==> src/rtl/l2_part_pkg.sv <==
package l2_part_pkg;
  localparam int unsigned ADDR_W = 32;
  localparam int unsigned PFX_W  = 8;
  localparam int unsigned MODE_W = 3;

  typedef enum logic [MODE_W-1:0] {
    PM_ALL_SRAM = 3'd0,
    PM_C32K     = 3'd1,
    PM_C64K     = 3'd2,
    PM_C128K    = 3'd3,
    PM_C256K    = 3'd4,
    PM_ALL_CACHE= 3'd5
  } part_mode_e;

  function automatic logic [PFX_W-1:0] core_prefix(input int unsigned core);
    return PFX_W'(8'h10 | core[3:0]);
  endfunction
endpackage

==> src/rtl/l2_mode_reg.sv <==
module l2_mode_reg #(
  parameter int unsigned MODE_W  = 3,
  parameter int unsigned N_LEGAL = 6
) (
  input  logic              clk_i,
  input  logic              rst_ni,
  input  logic              we_i,
  input  logic [MODE_W-1:0] wdata_i,
  output logic [MODE_W-1:0] mode_o
);
  logic [MODE_W-1:0] mode_q;
  logic              legal;

  // codes at or above N_LEGAL are reserved
  assign legal = ({1'b0, wdata_i} < (MODE_W+1)'(N_LEGAL));

  always_ff @(posedge clk_i or negedge rst_ni) begin
    if (!rst_ni)             mode_q <= '0;
    else if (we_i && legal)  mode_q <= wdata_i;
  end

  assign mode_o = mode_q;
endmodule

==> src/rtl/l2_alias_xlate.sv <==
module l2_alias_xlate #(
  parameter int unsigned ADDR_W  = 32,
  parameter int unsigned PFX_W   = 8,
  parameter int unsigned MID_W   = 4,
  parameter int unsigned CORE_ID = 0
) (
  input  logic [ADDR_W-1:0] addr_i,
  input  logic [MID_W-1:0]  mid_i,
  input  logic              local_i,
  output logic [ADDR_W-1:0] gaddr_o
);
  localparam logic [PFX_W-1:0] PFX     = l2_part_pkg::core_prefix(CORE_ID);
  localparam logic [MID_W-1:0] OWN_MID = MID_W'(CORE_ID);

  logic owner, alias_ok;

  assign owner    = local_i && (mid_i == OWN_MID);
  assign alias_ok = owner && (addr_i[ADDR_W-1 -: PFX_W] == '0);
  assign gaddr_o  = alias_ok ? {PFX, addr_i[ADDR_W-PFX_W-1:0]} : addr_i;
endmodule

==> src/rtl/l2_region_decode.sv <==
module l2_region_decode #(
  parameter int unsigned ADDR_W       = 32,
  parameter int unsigned PFX_W        = 8,
  parameter int unsigned MODE_W       = 3,
  parameter int unsigned MEM_AW       = 19,
  parameter int unsigned CACHE_MIN_AW = 15,
  parameter int unsigned CORE_ID      = 0,
  parameter logic [31:0] LOCAL_BASE   = 32'h0080_0000
) (
  input  logic [ADDR_W-1:0] gaddr_i,
  input  logic [MODE_W-1:0] mode_i,
  output logic              in_win_o,
  output logic              in_cache_o,
  output logic [MEM_AW-1:0] off_o
);
  localparam int unsigned N_CODES = MEM_AW - CACHE_MIN_AW + 2;
  localparam int unsigned N_SLOTS = 1 << MODE_W;
  localparam int unsigned TAG_HI  = ADDR_W - PFX_W - 1;
  localparam logic [PFX_W-1:0]       PFX = l2_part_pkg::core_prefix(CORE_ID);
  localparam logic [TAG_HI-MEM_AW:0] TAG = LOCAL_BASE[TAG_HI:MEM_AW];

  logic [N_SLOTS-1:0] above;

  assign off_o    = gaddr_i[MEM_AW-1:0];
  assign in_win_o = (gaddr_i[ADDR_W-1 -: PFX_W] == PFX) &&
                    (gaddr_i[TAG_HI:MEM_AW] == TAG);

  // per-code comparison against the start of the carved-out top region
  for (genvar g = 0; g < N_SLOTS; g++) begin : g_thr
    if (g == 0 || g >= N_CODES) begin : g_none
      assign above[g] = 1'b0;
    end else begin : g_cmp
      localparam longint unsigned SZ    = 64'd1 << (CACHE_MIN_AW + g - 1);
      localparam logic [MEM_AW:0] START = (MEM_AW+1)'((64'd1 << MEM_AW) - SZ);
      assign above[g] = ({1'b0, off_o} >= START);
    end
  end

  assign in_cache_o = in_win_o && above[mode_i];
endmodule

==> src/rtl/l2_part_decoder.sv <==
module l2_part_decoder #(
  parameter int unsigned CORE_ID      = 0,
  parameter int unsigned MID_W        = 4,
  parameter int unsigned MEM_AW       = 19,
  parameter int unsigned CACHE_MIN_AW = 15
) (
  input  logic             clk_i,
  input  logic             rst_ni,
  input  logic             mode_we_i,
  input  logic [2:0]       mode_wdata_i,
  input  logic             req_valid_i,
  input  logic [31:0]      req_addr_i,
  input  logic [MID_W-1:0] req_mid_i,
  input  logic             req_local_i,
  input  logic             req_cache_i,
  output logic             vld_o,
  output logic             sram_sel_o,
  output logic [18:0]      sram_off_o,
  output logic             cache_hit_o,
  output logic             err_o,
  output logic [31:0]      gaddr_o
);
  import l2_part_pkg::*;

  localparam int unsigned N_CODES = MEM_AW - CACHE_MIN_AW + 2;

  logic [MODE_W-1:0] mode_q;
  logic [ADDR_W-1:0] gaddr;
  logic              in_win, in_cache;
  logic [MEM_AW-1:0] off;
  logic              sram_d, cache_d, err_d;

  l2_mode_reg #(.MODE_W(MODE_W), .N_LEGAL(N_CODES)) u_mode (
    .clk_i   (clk_i),
    .rst_ni  (rst_ni),
    .we_i    (mode_we_i),
    .wdata_i (mode_wdata_i),
    .mode_o  (mode_q)
  );

  l2_alias_xlate #(.ADDR_W(ADDR_W), .PFX_W(PFX_W), .MID_W(MID_W), .CORE_ID(CORE_ID)) u_xlate (
    .addr_i  (req_addr_i),
    .mid_i   (req_mid_i),
    .local_i (req_local_i),
    .gaddr_o (gaddr)
  );

  l2_region_decode #(
    .ADDR_W(ADDR_W), .PFX_W(PFX_W), .MODE_W(MODE_W), .MEM_AW(MEM_AW),
    .CACHE_MIN_AW(CACHE_MIN_AW), .CORE_ID(CORE_ID)
  ) u_region (
    .gaddr_i    (gaddr),
    .mode_i     (mode_q),
    .in_win_o   (in_win),
    .in_cache_o (in_cache),
    .off_o      (off)
  );

  assign cache_d = in_cache;
  assign sram_d  = in_win && !in_cache;
  assign err_d   = in_cache && !req_cache_i;

  always_ff @(posedge clk_i or negedge rst_ni) begin
    if (!rst_ni) begin
      vld_o       <= 1'b0;
      sram_sel_o  <= 1'b0;
      sram_off_o  <= '0;
      cache_hit_o <= 1'b0;
      err_o       <= 1'b0;
      gaddr_o     <= '0;
    end else begin
      vld_o       <= req_valid_i;
      sram_sel_o  <= req_valid_i && sram_d;
      sram_off_o  <= (req_valid_i && sram_d) ? 19'(off) : '0;
      cache_hit_o <= req_valid_i && cache_d;
      err_o       <= req_valid_i && err_d;
      gaddr_o     <= req_valid_i ? gaddr : '0;
    end
  end
endmodule

==> config.mk <==
export PLATFORM = sky130hd
export DESIGN_NAME = l2_part_decoder
export DESIGN_NICKNAME = d
export VERILOG_FILES = /design/src/rtl/l2_part_pkg.sv /design/src/rtl/l2_mode_reg.sv /design/src/rtl/l2_alias_xlate.sv /design/src/rtl/l2_region_decode.sv /design/src/rtl/l2_part_decoder.sv
export SDC_FILE = /design/constraint.sdc
export NUM_CORES = 1
export LEC_CHECK = 0
export ABC_CLOCK_PERIOD_IN_PS = 1900
export BUFFER_PORTS_ARGS = -buffer_cell sky130_fd_sc_hd__buf_2
export CORE_MARGIN = 5
export CORE_UTILIZATION = 30
export DETAILED_ROUTE_END_ITERATION = 12
export HOLD_SLACK_MARGIN = 0.06
export PLACE_DENSITY = 0.59
export SLEW_MARGIN = 30
export SYNTH_ARGS = -nofsm -noshare
export SYNTH_HDL_FRONTEND = slang
export SYNTH_HIERARCHICAL = 1
export SYNTH_SLANG_ARGS = --single-unit
==> constraint.sdc <==
create_clock -name clk_i -period 1.9 [get_ports clk_i]
set_input_delay 0.38 -clock clk_i [delete_from_list [all_inputs] [get_ports clk_i]]
set_output_delay 0.38 -clock clk_i [all_outputs]
set_load 0.02 [all_outputs]
==> results of run 1 <==
-- registers in the layout, indices dropped and copies added (netlist names) --
| name | flops |
|---|---|
| vld_o | 1 |
| sram_off_o | 19 |
| cache_hit_o | 1 |
| gaddr_o | 32 |
| u_mode/mode_o | 3 |
| err_o | 1 |
| sram_sel_o | 1 |
-- timing repair --
item,4_1_cts,5_1_grt
hold buffers,1,0
resized for setup,0,2
setup endpoints to repair,0,8
endpoints found under the hold margin,57,0
-- logic make-up after synthesis --
logic type | after synthesis
and+or+nand+nor | 67
buffers and inverters | 60
DFF | 58
AOI/OAI and AO/OA | 8
muxes | 1
-- layer usage --
metal  routed length (µm)  track usage
met5                    0            0
met4                  116       0.0622
met3                  332       0.0299
met2                 2570        0.177
met1                 2170        0.132
-- final timing paths --
| path | to | slack, ns | depth (start not counted) |
|---|---|---|---|
| max | sram_off_o[12] | 0.19 | 8 |
| min | gaddr_o[13] | 0.27 | 2 |
| max reg2reg | sram_off_o[12] | 0.50 | 5 |
| min reg2reg | u_mode/mode_o[1] | 0.54 | 1 |
| max in group asynchronous | sram_off_o[9] | 1.07 | 3 |
| min in group asynchronous | gaddr_o[20] | 0.59 | 3 |
-- area by class of cell --
type | instances | area [µm²] | share of cell area
well taps | 105 | 131 | 0.0428
inverters | 1 | 3.75 | 0.00122
repair buffers | 112 | 633 | 0.206
multi-input cells | 76 | 598 | 0.195
clock buffers | 11 | 151 | 0.0493
clock inverters | 5 | 100 | 0.0326
flip-flops and latches | 58 | 1450 | 0.473
-- layout by cell type, fill, tap and decap left out, types with 2 or more instances in the layout --
| master | count |
|---|---|
| and2_1 | 33 |
| buf_4 | 9 |
| dfrtp_1 | 58 |
| and4b_2 | 4 |
| buf_12 | 3 |
| nor2_1 | 2 |
| nor4b_2 | 3 |
| clkbuf_8 | 11 |
| bufinv_16 | 3 |
| a21oi_1 | 3 |
| clkinv_2 | 2 |
| and3b_1 | 2 |
| and4b_1 | 15 |
| buf_2 | 99 |
-- worst max-delay path, stage by stage --
cell	delay [ns]
buf_2	0.11
nor4_2	0.28
a31o_1	0.18
nor4b_2	0.17
and4_1	0.23
o211a_1	0.21
buf_4	0.17
and4b_1	0.19
-- report_power, final --
| group | leakage, nW | internal, mW | switching (mW) | total [mW] |
|---|---|---|---|---|
| Combinational | 0.808 | 0.108 | 0.144 | 0.252 |
| Clock | 0.129 | 0.938 | 0.471 | 1.41 |
| Sequential | 0.767 | 1.28 | 0.0170 | 1.29 |
==> flow_metrics.tcl, run 1 <==
set metrics [dict create \
    final_hold_viol_count 0 \
    p_per_area_nw_per_um2 963 \
    initial_core_util 0.302 \
    mappedNetlistArea_um2 2440 \
    io_pins 100 \
    die-area_um2 10000 \
    grt_setup_unrepaired "false" \
    synth_simple_gate_area_share 0.210 \
    htreeDepth 3 \
    router_iterations_before_antenna_repair 3 \
    grt_first_pass_wirelength_um 8380 \
    cts_buffers 9 \
    worstPathRequired_ns 2.11 \
    synthTopCellsByCount "dfrtp_1, buf_4, and2_1, and4b_1, clkbuf_1" \
    synth_async_sr_flop_share 1.00 \
    dpl-instance-area_um2 2800 \
    setup_viol 0 \
    globalplace.congestion 0.773 \
    postRouteAntennaNets 0 \
    finalCriticalPeriod_ns 1.71 \
    run_status "complete, no violations" \
    timing.hold.worst.class "in2reg" \
    post-dp-hpwl_um 3820 \
    buffer_cell_driving_the_clock_tree_root "clkbuf_8" \
    finalWirelength_um 5190 \
    synth_xor_area_frac 0 \
    drc_errors 0 \
    worstHoldStart "req_addr_i[13]" \
    max-vdd-ir-drop_mv 0.368 \
    post-cts-setup-buffer-count 0 \
    grt_start_max_net_pins 59 \
    finClkSkew_ns 0.00565 \
    post-route-period-util 0.901 \
    die_width_um 100 \
    cap_viol_max_count 0 \
    num_antenna_cells 0 \
    worst_hold_slack_ns 0.275 \
    wire_per_inst_um 14.1 \
    mapped_nets 239 \
    synth-main-ff-cell "dfrtp_1" \
    final_cells 368 \
    data_arrival_at_the_endpoint_of_the_critical_path_ns 1.92 \
    source_of_the_critical_timing_path "req_addr_i[29]" \
    floorplan.rows 33 \
    slew_viol_final 0 \
    synthCells 194 \
    sequential_element_share_of_the_synthesized_area 0.594 \
    core_area_um2 8090 \
    ys_seq_elements 58 \
    chipHeight_um 100 \
    cts-root-to-sink-buffers 2 \
    final.fill_count 810 \
    crit_path_end_kind "register" \
    maxClockFrequency_mhz 584 \
    synthMostInstantiatedCell "dfrtp_1" \
    via_count_of_the_first_global_routing_pass 1675 \
    antenna_found_initial 0 \
    synth-compound-area-share 0.0236 \
    reg2reg_launch_point "u_mode/mode_o[0]" \
    yosys.cell_types.count 27 \
    drt_first_iter_violations 33 \
    layout_cell_share_with_drive_strength_beyond_1 0.521 \
    gr-total-overflow 0 \
    synthToLayoutAreaGrowth_pct 25.7 \
    post_place_cells 351 \
    clk-insertion-delay-late_ns 0.33 \
    worstSetupStartpointType "input port" \
    actual_slew_at_the_worst_max_slew_pin_ns 0.381 \
    worst_slew_margin_rel 0.746 \
    ys_top_cells_by_area "dfrtp_1, buf_4, and2_1" \
    synth-edff-count 0 \
    place_ws_ns -0.218 \
    synth-warning-count 6 \
    synth_top_family_by_area "simple AND/OR/NAND/NOR gates" \
    worstPathMaxFanout 10 \
    clock_tree_from_tritoncts "yes" \
    total_power_mw 2.96 \
    syn_avg_cell_area_um2 12.6 \
    tns_ns 0 \
    num-nets-final 303 \
    grt.total_usage 0.110 \
    fin_ws_ns 0.189 \
    crit_type "in2reg" \
    placement.io_buffers 99 \
    clkTransAtPathRegs_ns 0.07 \
    power.static_leakage_nw 1.70 \
    cts.sinks 58 \
    routed-via-count 1474 \
    synthMuxAreaShare 0.00615 \
    post_route_cell_area_um2 3070 \
    final_core_util 0.379 \
    detail_routed_via_count_per_cell 4.01 \
    synthAdderAreaFrac 0 \
    yosysTopAreaCell "dfrtp_1" \
    synth_largest_type_area_fraction 0.594 \
]
Note: power is estimated with default switching activity, not from simulation.
==> inputs of run 2 (changes only) <==
--- a/config.mk
+++ b/config.mk
@@ -8,10 +8,10 @@
 export ABC_CLOCK_PERIOD_IN_PS = 1900
 export BUFFER_PORTS_ARGS = -buffer_cell sky130_fd_sc_hd__buf_2
 export CORE_MARGIN = 5
-export CORE_UTILIZATION = 30
+export CORE_UTILIZATION = 40
 export DETAILED_ROUTE_END_ITERATION = 12
 export HOLD_SLACK_MARGIN = 0.06
-export PLACE_DENSITY = 0.59
+export PLACE_DENSITY = 0.73
 export SLEW_MARGIN = 30
 export SYNTH_ARGS = -nofsm -noshare
 export SYNTH_HDL_FRONTEND = slang
==> flow_metrics.tcl, run 2 (synthesized netlist as in run 1, its figures left out) <==
set metrics [dict create \
    cts-root-to-sink-buffers 2 \
    grt.met2_usage 0.230 \
    max_flop_register "gaddr_o" \
    clk-insertion-delay-late_ns 0.32 \
    antenna_found_initial 0 \
    bufs_and_invs_on_worst_path 2 \
    post_route_cell_area_um2 2950 \
    crit_chain "buf_2, nor4b_1, a31o_1, nor4b_2, and4_1, o211a_1, buf_4, and4b_2" \
    grt_start_max_net_pins 59 \
    chipHeight_um 88.1 \
    core_area_um2 5920 \
    die-area_um2 7770 \
    htreeDepth 3 \
    setup_viol 0 \
    cap_viol_max_count 0 \
    reg2reg_slack_ns 0.49 \
    finalCriticalPeriod_ns 1.72 \
    grt.total_usage 0.136 \
    post-dp-hpwl_um 3620 \
    rr_endpoint "sram_off_o[18]" \
    slowest_delay_ns 0.30 \
    placement.io_buffers 99 \
    worstHoldStart "req_addr_i[7]" \
    whs_path_depth 2 \
    worstSetupStartpointType "input port" \
    routed-via-count 1491 \
    reg2reg_launch_point "u_mode/mode_o[0]" \
    cts.sinks 58 \
    clock_tree_from_tritoncts "yes" \
    drc_errors 0 \
    router_iterations_before_antenna_repair 4 \
    io_pins 100 \
    layout_common_cells "buf_2, dfrtp_1, and2_1" \
    dpl-instance-area_um2 2750 \
    finClkSkew_ns 0.00600 \
    wire_per_inst_um 14.4 \
    grt_first_pass_wirelength_um 7770 \
    post-route-period-util 0.906 \
    drt_first_iter_violations 42 \
    flip_flop_count_of_the_largest_register_all_copies_and_words_added 32 \
    die_width_um 88.1 \
    floorplan.rows 28 \
    postCtsResizedCells 0 \
    globalplace.congestion 0.829 \
    slew_viol_final 0 \
    grt.met1_usage 0.156 \
    post_place_cells 321 \
    data_arrival_at_the_endpoint_of_the_critical_path_ns 1.92 \
    run_status "complete, no violations" \
    final_cells 338 \
    hold_end "gaddr_o[7]" \
    crit_path_end_kind "register" \
    maxClockFrequency_mhz 581 \
    worst_slew_margin_rel 0.781 \
    power.static_leakage_nw 1.67 \
    final_core_util 0.499 \
    worstPathMaxFanout 13 \
    buffer_cell_driving_the_clock_tree_root "clkbuf_8" \
    num_antenna_cells 0 \
    ff2ff_path_depth 5 \
    globalRouteMet3Util 0.0329 \
    grt_setup_unrepaired "false" \
    cts_buffers 9 \
    cp_top_family "simple AND/OR/NAND/NOR gates" \
    synthToLayoutAreaGrowth_pct 20.9 \
    p_per_area_nw_per_um2 899 \
    detail_routed_via_count_per_cell 4.41 \
    finalWirelength_um 4880 \
    via_count_of_the_first_global_routing_pass 1614 \
    postRouteAntennaNets 0 \
    gr-total-overflow 0 \
    crit_type "in2reg" \
    layout_commonest_cell "buf_2" \
    global_route.peak_usage_layer "met2" \
    critical-path-slowest-cell "nor4b_1" \
    timing.hold.worst.class "in2reg" \
    worstPathRequired_ns 2.10 \
    layout_cell_share_with_drive_strength_beyond_1 0.502 \
    initial_core_util 0.413 \
    final_hold_viol_count 0 \
    clkTransAtPathRegs_ns 0.06 \
    num-nets-final 303 \
    actual_slew_at_the_worst_max_slew_pin_ns 0.329 \
    max-vdd-ir-drop_mv 0.411 \
]
[run 2: changes by cell type in the layout (fill, tap and decap cells not counted), sizes merged]
cell,delta
clkbuf,+3
bufinv,-2
clkinv,-1
[run 2: cell type report]
class                           count  area [µm²]
Clock buffer                       14         163
Inverter                            1        3.75
Timing Repair Buffer              112         621
Fill cell                         548        2970
Clock inverter                      2        35.0
Multi-Input combinational cell     76         586
Sequential cell                    58        1450
Tap cell                           75        93.8
[run 2: power by group]
part | internal (mW) | switching, mW
Combinational | 0.108 | 0.142
Sequential | 1.28 | 0.0171
Clock | 0.677 | 0.431
Total | 2.06 | 0.590
[run 2: per-stage QoR]
stage          setup WS (ns)  hold WS (ns)  TNS (ns)  total power, mW
2_1_floorplan         0.0271        0.0844         0             1.49
4_1_cts                0.172         0.270         0             2.69
3_5_place_dp          -0.172         0.402     -2.79             1.57
3_3_place_gp          -0.135         0.396     -2.07             1.56
6_report               0.179         0.287         0             2.65
5_1_grt               0.0542         0.273         0             2.78
[run 2: what timing repair did]
action | 4_1_cts | 5_1_grt
hold endpoints to repair | 55 | 0
buffers inserted | 0 | 0
setup endpoints to repair | 0 | 0
hold buffers | 1 | 0
[run 2: how the worst max path moves through the flow]
| stage | from | cells past startpoint | slack (ns) | endpoint |
|---|---|---|---|---|
| after floorplan | req_mid_i[1] | 7 | 0.03 | sram_off_o[1] |
| after global placement | req_mid_i[1] | 8 | -0.13 | sram_off_o[18] |
| after detailed placement | req_mid_i[1] | 8 | -0.17 | sram_off_o[18] |
| after CTS | req_mid_i[1] | 8 | 0.17 | sram_off_o[18] |
| after global routing | req_mid_i[1] | 8 | 0.05 | sram_off_o[1] |
| final | req_mid_i[1] | 8 | 0.18 | sram_off_o[18] |
[run 2: routing by layer]
metal | vias up | routed length, µm
met3 | 6 | 355
met4 | 0 | 68
met1 | 707 | 1890
met2 | 50 | 2560
li1 | 728 | -
met5 | - | 0
